$ cat src/rtl/txsched_pkg.sv
package txsched_pkg;
    localparam int NCH = 3;

    typedef enum logic [1:0] {
        ST_IDLE  = 2'd0,
        ST_ARMED = 2'd1,
        ST_SEND  = 2'd2
    } sched_state_t;

    function automatic logic [1:0] pick_winner(input logic [NCH-1:0] elig);
        if (elig[2])      return 2'd2;
        else if (elig[1]) return 2'd1;
        else              return 2'd0;
    endfunction
endpackage

$ cat src/rtl/txsched_elig.sv
module txsched_elig #(
    parameter int CNT_W  = 4,
    parameter int BYTE_W = 11
) (
    input  logic              shaped,
    input  logic [CNT_W-1:0]  count,
    input  logic [BYTE_W-1:0] part,
    input  logic              thr_en,
    input  logic [BYTE_W-1:0] thr_bytes,
    input  logic              credit_pos,
    output logic              eligible
);
    logic has_frame;
    logic thr_hit;

    always_comb begin
        has_frame = |count;
        thr_hit   = thr_en && (part >= thr_bytes);
        if (shaped) eligible = has_frame && credit_pos;
        else        eligible = has_frame || thr_hit;
    end
endmodule

$ cat src/rtl/txsched_credit.sv
module txsched_credit #(
    parameter int CR_W = 16
) (
    input  logic                   clk,
    input  logic                   rst,
    input  logic                   enable,
    input  logic                   waiting,
    input  logic                   sending,
    input  logic [CR_W-1:0]        idle_slope,
    input  logic [CR_W-1:0]        send_slope,
    input  logic signed [CR_W-1:0] hi_lim,
    input  logic signed [CR_W-1:0] lo_lim,
    output logic signed [CR_W-1:0] credit
);
    localparam int EW = CR_W + 2;

    logic signed [EW-1:0] cur, up, dn, raw, hi_e, lo_e, nxt;

    always_comb begin
        cur  = signed'({{2{credit[CR_W-1]}}, credit});
        hi_e = signed'({{2{hi_lim[CR_W-1]}}, hi_lim});
        lo_e = signed'({{2{lo_lim[CR_W-1]}}, lo_lim});
        up   = cur + signed'({2'b00, idle_slope});
        dn   = cur - signed'({2'b00, send_slope});
        if (sending)              raw = dn;
        else if (waiting)         raw = up;
        else if (cur > 0)         raw = '0;
        else if (up > 0)          raw = '0;
        else                      raw = up;
        if (raw > hi_e)           nxt = hi_e;
        else if (raw < lo_e)      nxt = lo_e;
        else                      nxt = raw;
    end

    always_ff @(posedge clk) begin
        if (rst || !enable) credit <= '0;
        else                credit <= nxt[CR_W-1:0];
    end
endmodule

$ cat src/rtl/txsched_top.sv
module txsched_top
    import txsched_pkg::*;
#(
    parameter int CNT_W  = 4,
    parameter int BYTE_W = 11,
    parameter int CR_W   = 16
) (
    input  logic                         clk,
    input  logic                         rst,
    input  logic [NCH-1:0][CNT_W-1:0]    frame_count,
    input  logic [NCH-1:0][BYTE_W-1:0]   part_bytes,
    input  logic [NCH-1:0]               frame_start,
    input  logic [NCH-1:0]               frame_end,
    input  logic                         thr_en,
    input  logic [BYTE_W-1:0]            thr_bytes,
    input  logic [1:0]                   shaper_off,
    input  logic [CR_W-1:0]              idle_slope,
    input  logic [CR_W-1:0]              send_slope,
    input  logic signed [CR_W-1:0]       credit_hi,
    input  logic signed [CR_W-1:0]       credit_lo,
    output logic [NCH-1:0]               grant,
    output logic                         grant_valid,
    output logic signed [CR_W-1:0]       credit_ch1,
    output logic signed [CR_W-1:0]       credit_ch2
);
    sched_state_t           state, state_nx;
    logic [1:0]             sel, sel_nx;
    logic [NCH-1:0]         shaped;
    logic [NCH-1:0]         elig;
    logic signed [CR_W-1:0] cred [NCH];

    // Illegal request (queue 2 off, queue 1 on) leaves both shaped.
    always_comb begin
        shaped[0] = 1'b0;
        shaped[1] = !shaper_off[0];
        shaped[2] = !(shaper_off[0] && shaper_off[1]);
    end

    assign cred[0] = '0;

    for (genvar c = 0; c < NCH; c++) begin : g_elig
        txsched_elig #(.CNT_W(CNT_W), .BYTE_W(BYTE_W)) u_elig (
            .shaped     (shaped[c]),
            .count      (frame_count[c]),
            .part       (part_bytes[c]),
            .thr_en     (thr_en),
            .thr_bytes  (thr_bytes),
            .credit_pos (cred[c] > 0),
            .eligible   (elig[c])
        );
    end

    for (genvar c = 1; c < NCH; c++) begin : g_credit
        txsched_credit #(.CR_W(CR_W)) u_credit (
            .clk        (clk),
            .rst        (rst),
            .enable     (shaped[c]),
            .waiting    (|frame_count[c]),
            .sending    ((state == ST_SEND) && (sel == 2'(c))),
            .idle_slope (idle_slope),
            .send_slope (send_slope),
            .hi_lim     (credit_hi),
            .lo_lim     (credit_lo),
            .credit     (cred[c])
        );
    end

    // Next state and winner capture
    always_comb begin
        state_nx = state;
        sel_nx   = sel;
        unique case (state)
            ST_IDLE: begin
                if (|elig) begin
                    state_nx = ST_ARMED;
                    sel_nx   = pick_winner(elig);
                end
            end
            ST_ARMED: begin
                if (frame_end[sel])        state_nx = ST_IDLE;
                else if (frame_start[sel]) state_nx = ST_SEND;
            end
            ST_SEND: begin
                if (frame_end[sel])        state_nx = ST_IDLE;
            end
            default:                       state_nx = ST_IDLE;
        endcase
    end

    // State register
    always_ff @(posedge clk) begin
        if (rst) begin
            state <= ST_IDLE;
            sel   <= 2'd0;
        end else begin
            state <= state_nx;
            sel   <= sel_nx;
        end
    end

    // Outputs
    always_comb begin
        grant_valid = (state != ST_IDLE);
        grant       = grant_valid ? (NCH'(1) << sel) : '0;
        credit_ch1  = cred[1];
        credit_ch2  = cred[2];
    end
endmodule

$ cat config.mk
export PLATFORM = sky130hd
export DESIGN_NAME = txsched_top
export DESIGN_NICKNAME = d
export VERILOG_FILES = /design/src/rtl/txsched_pkg.sv /design/src/rtl/txsched_elig.sv /design/src/rtl/txsched_credit.sv /design/src/rtl/txsched_top.sv
export SDC_FILE = /design/constraint.sdc
export NUM_CORES = 1
export LEC_CHECK = 0
export BUFFER_PORTS_ARGS = -buffer_cell sky130_fd_sc_hd__buf_2
export CAP_MARGIN = 25
export CELL_PAD_IN_SITES_DETAIL_PLACEMENT = 1
export CELL_PAD_IN_SITES_GLOBAL_PLACEMENT = 2
export CORE_ASPECT_RATIO = 1.25
export CORE_MARGIN = 3
export CORE_UTILIZATION = 30
export DETAILED_ROUTE_END_ITERATION = 16
export HOLD_SLACK_MARGIN = 0.03
export PLACE_DENSITY = 0.79
export SYNTH_ARGS = -nofsm -noshare
export SYNTH_HDL_FRONTEND = slang
export SYNTH_SLANG_ARGS = --single-unit
$ cat constraint.sdc
create_clock -name clk -period 5.69 [get_ports clk]
set_input_delay 0.2845 -clock clk [delete_from_list [all_inputs] [get_ports clk]]
set_output_delay 0.2845 -clock clk [all_outputs]
set_load 0.1 [all_outputs]
# Word-level counts from Yosys, hierarchy flattened
# Index checks and enable logic that the tools add are counted.
# totals
wordCells	75
in_bits	131
regBits	36
# classes
n_eq_ne	7
mux	26
add_sub_neg	4
shifts	1
order_cmp	12
reduce_logical	21
# op_table
op	count
$mux W18	8
$mux W16	4
$add A16 B17 Y18	2
$gt A18 B1 Y1 const B	2
$gt A18 B16 Y1	2
$lt A18 B16 Y1	2
$sub A16 B17 Y18	2
$ge A11 B11 Y1	3
$gt A16 B1 Y1 const B	2
$reduce_or A4 Y1	3
$mux W2	5
$logic_and A1 B1 Y1	8
$pmux W2 S3	1
$logic_or A1 B1 Y1	5
$mux W1	5
$bmux W1 S2	2
$eq A2 B1 Y1 const B	2
$eq A2 B2 Y1 const B	2
$lt A2 B3 Y1 const B	1
$mux W3	1
$ne A3 B3 Y1 const B	1
$reduce_and A3 Y1	1
$reduce_or A3 Y1	1
$shl A1 B2 Y3 const A	1
other kinds (5)	5

# Longest topological paths before layout
# depth
ltp_word	9
ltp_mapped	25

# Modules after synthesis
# From an unflattened synthesis, not the netlist that was laid out.
# hier_totals
hier_cells	1113
hier_area_um2	8398.1
# modules_own_cells
mod	instances	cells_per_inst	area_per_inst_um2
txsched_credit (g_credit[1].u_credit)	1	507	3786.1
txsched_credit (g_credit[2].u_credit)	1	432	3373.2
txsched_elig	3	41	294.0
txsched_top	1	51	356.6

# Least setup slack after synthesis
# No wires, ideal clock.
# synth_timing
path_kind	reg-to-reg
from	reg g_credit[2].u_credit.credit[1]
to	reg g_credit[2].u_credit.credit[11]
setup_ps	126
arrival_time_ps	5493
path_slack_ps	71
stages_incl_launch_ff	22
cell_sequence	dfxtp_1 > ha_1 > nor2b_1 > o31a_1 > o31ai_1 > a2111oi_0 > or3_1 > a31oi_1 > nand2b_1 > a21oi_1 > o22ai_1 > ha_1 > inv_1 > or3_1 > a2111oi_0 > a31oi_1 > or3b_1 > o31ai_2 > a21oi_4 > buf_12 > mux2i_1 > o21ai_1
# synth_via
elab_chain_len	9
word_cells_on_any_way	12
classes_between	add/sub: 2; order compare: 4; mux: 6
# synth_rtl
item	line_no	rtl
start: declaration	txsched_credit.sv:13	output logic signed [CR_W-1:0] credit
start signal: assignment	txsched_credit.sv:37	else credit <= nxt[CR_W-1:0];
$add A16 B17 Y18	txsched_credit.sv:23	up = cur + signed'({2'b00, idle_slope});
$gt A18 B1 Y1	txsched_credit.sv:28	else if (up > 0) raw = '0;
$mux W18	txsched_credit.sv:28	
$mux W18	txsched_credit.sv:27	else if (cur > 0) raw = '0;
$mux W18	txsched_credit.sv:26	else if (waiting) raw = up;
$mux W18 (*)	txsched_credit.sv:25	if (sending) raw = dn;
$lt A18 B16 Y1	txsched_credit.sv:31	else if (raw < lo_e) nxt = lo_e;
$mux W16	txsched_credit.sv:31	
$mux W16 (*)	txsched_credit.sv:30	if (raw > hi_e) nxt = hi_e;
# Mark *: on every way between the ends. The rest lies on a longest branch, timed or not.
# A chain may end at the register's enable or synchronous reset.

# Worst setup path after layout
# layout_timing
from	reg g_credit[2].u_credit.credit[0]
to	reg g_credit[2].u_credit.credit[2]
# The elaborated chain is that of the path after synthesis.

==> run summary <==
The number of clock sinks seen by CTS is 36. The max capacitance violation total came out at 0. In this run the core area contains 66 standard-cell rows. The pin count of the biggest net entering global routing came out at 17. 0 antenna diodes ended up in the layout. On the critical path, the stage with the largest delay is an instance of or3b_4. The number of nets in the final layout is 1621. The actual transition at the worst max-transition pin is 0.671 ns. Using the TritonRoute via totals, the vias-per-cell ratio works out to 5.59. The count of flip-flops with a built-in enable after synthesis came out at 0. The H-tree was split into 2 levels. After layout, the design draws a total of 6.57 mW. The tightest min-delay check is of the in2reg type. CTS placed an instance of clkbuf_16 at the clock tree root.

For this configuration, the core starts out at a cell density of 30.7%. The core region is 26300 µm². In this run, synthesis produced a sequential element count of 36. The number of global-route vias before repair came out at 9908.

The instance count of the mapped netlist came out at 1060. Of all flip-flops after synthesis, the portion carrying an async set or reset was 0%. The part of the power in combinational logic came out at 87.2%. The total negative slack came out at 0 ns. The worst-case clock buffer depth is 2. The kind of critical path is reg2reg.

The overall die width came out at 153 µm. Summed over all layers, the global routing overflow is 0. The mean instance size in the synthesized netlist came out at 7.60 µm².

The worst clock skew is 0.00884 ns. The maximum net fanout on the critical path is 5. The overall via count from detail_route came out at 9257.

The total wire length after detailed routing came out at 35.5 mm. Net switching is 56.9% of the power. The count of pins over their slew limit was 0.

The data arrival time of the critical path came out at 5.75 ns. The maximum operating frequency is 181 MHz. The area growth from synthesis to layout is 29.2%. The die footprint is 28900 µm². After detailed routing, the average wire length per cell comes to 21.4 µm. Summed over all nets, the half-perimeter wirelength after detailed placement is 31.2 mm.

The final number of hold-violating endpoints came out at 0. The number of port buffers came out at 166. The flow ran to the end, and the final reports show no timing, DRC or antenna violations. Synthesis produced a netlist with a net count of 1366. The floorplan step set the die height to 189 µm. The initial antenna violation count came out at 3. Counting the fill cells in the layout gives 3290. In this design, the stage delay of the slowest critical-path cell is 0.46 ns.

The number of top-level pins came out at 167. Yosys printed 0 warnings. The number of optimization iterations in the first detailed-route pass came out at 5.

The design area is 10400 µm². The worst setup path is launched from a flop. The count of unresolved DRC violations after routing came out at 0.

TritonCTS built the clock tree. The share of total power in the clock network is 5.0%. The final setup violation count is 0. The total clock buffers created by CTS came out at 5.

The wire length of the first global-routing pass came out at 54.1 mm. The peak supply drop came out at 0.229 mV. The switching power summed over all nets came out at 3.74 mW. The global placement routability congestion came out at 0.917.

The number of different library cells in the post-synthesis netlist is 89. The source-to-sink clock delay at the later pin of the worst-skew pair came out at 0.30 ns. The total power divided by cell area is 631 nW/µm². The residual antenna-violating net count after detailed routing is 0. For this design the static power due to leakage is 5.14 nW. STA classifies the critical path endpoint as a flop. Internal power comes to 2.83 mW. The sequential fraction of design power is 7.9%. The share of cells above drive strength 1 is 26.8%.

Measured against its own limit, the worst slew margin works out to 55.2%. The synthesized cell area is 8060 µm². The clock transition at the registers of the reported paths is 0.07 ns. For the worst setup path, the data required time is 5.91 ns.

In this run, the number of DRC markers left after iteration 0 of detailed routing was 314. The final critical-path share of the clock period came out at 97.1%. Summing all placed instances gives a cell area of 10000 µm². The proportion of synthesized chip area in sequential cells came out at 8.95%. For this run, the leading register cell type out of synthesis is dfxtp_1. The final critical path time including I/O delays and setup is 5.53 ns. Across every metal layer, demand over resource in global routing totals 23.6%.
==> Yosys cell counts (all sizes together), types with 6 or more instances <==
cell type,number,area [µm²]
ha,171,2140
inv,100,375
nand2,97,364
a21oi,71,382
o21ai,68,340
nor2,65,244
dfxtp,36,721
xnor2,34,298
a21o,30,225
nor3,25,141
nand3,21,118
o211ai,19,163
nand4,17,113
o21a,17,128
a31oi,16,100
mux2i,16,160
a211oi,15,118
nor4,15,93.8
xor2,14,123
nand2b,13,81.3
or2,13,83.8
nor2b,12,75.1
o22ai,12,75.1
a211o,11,96.3
o31ai,11,92.6
or3,11,68.8
a22o,10,87.6
clkbuf,10,38.8
and3,7,43.8
a2111oi,6,58.8
and2,6,37.5
o21bai,6,45.0
o41ai,6,60.1
==> sequential cells by signal, indices dropped and copies added (netlist names) <==
register / flops
sel: 2
g_credit.u_credit.credit: 32
state: 2
==> kinds of logic after synthesis <==
family / share of synthesized area (%)
AOI/OAI and AO/OA: 28.9
and+or+nand+nor: 20.7
adders and majority gates: 27.6
buffers and inverters: 5.98
xor gates and xnor gates: 5.22
DFF: 8.95
muxes: 2.69
==> metal layers <==
metal  routed length (µm)  global-route usage [%]  vias up  share of wire (%)
li1                     -                       -     4481                  -
met1                14500                    26.9     4510                 41
met2                18600                    45.9      203                 52
met3                 1240                    1.99       57                3.5
met4                 1110                    7.37        6                3.1
met5                   34                       0        -              0.096
==> placed cells by master (no fill, tap or decap), types with 22 or more instances in the layout <==
master	count
buf_2	166
inv_1	98
nor2_1	65
a21o_1	30
nor3_1	22
a21oi_1	63
nand2_1	95
o21ai_0	47
buf_4	95
xnor2_1	34
ha_1	167
dfxtp_1	33
==> final cells by class <==
cell class	count	area (µm²)	area share (%)
Multi-Input combinational cell	907	7100	68.1
Timing Repair Buffer	265	1620	15.6
Sequential cell	36	724	6.96
Tap cell	340	425	4.09
Inverter	100	375	3.60
Clock buffer	5	125	1.20
Clock inverter	3	42.5	0.409
==> power by group through the flow <==
stage | sequential, mW | combinational [mW] | clock [mW]
3_5_place_dp | 0.515 | 5.41 | 0
6_report | 0.516 | 5.73 | 0.327
3_3_place_gp | 0.516 | 5.34 | 0
4_1_cts | 0.509 | 5.46 | 0.330
5_1_grt | 0.526 | 6.18 | 0.337
2_1_floorplan | 1.08 | 2.96 | 0
==> final timing paths <==
check / depth (start not counted) / startpoint / slack, ns / end
setup reg to reg: 25 / g_credit[2].u_credit.credit[0] / 0.16 / g_credit[2].u_credit.credit[2]
hold reg to reg: 2 / state[0] / 0.55 / state[1]
setup / recovery: 25 / g_credit[2].u_credit.credit[0] / 0.16 / g_credit[2].u_credit.credit[2]
hold / removal: 3 / credit_hi[8] / 0.24 / g_credit[2].u_credit.credit[8]
==> critical path, delay by kind of cell (launching register included) <==
kind | cells | cell delay [ns]
buffers and inverters | 4 | 0.43
adders and majority gates | 3 | 0.70
DFF | 1 | 0.34
and+or+nand+nor | 5 | 1.35
xor gates and xnor gates | 1 | 0.19
AOI/OAI and AO/OA | 12 | 2.43
==> repair_timing <==
| action | CTS | global route |
|---|---|---|
| gates resized for setup | 4 | 49 |
| pin swaps | 0 | 15 |
| setup buffers | 0 | 3 |
| hold buffers | 0 | 0 |
| setup endpoints to repair | 16 | 32 |
==> metrics by stage <==
step	setup WS, ns	utilization, %	hold slack (ns)	std cells
after floorplan	0.0715	-	0.354	1060
after global placement	-0.0790	38.1	0.520	1645
after detailed placement	-0.198	38.1	0.538	1645
after CTS	0.000592	38.7	0.238	1653
after global routing	-0.0719	39.7	0.264	1656
final	0.165	39.7	0.243	1656
Note: power is estimated with default switching activity, not from simulation.
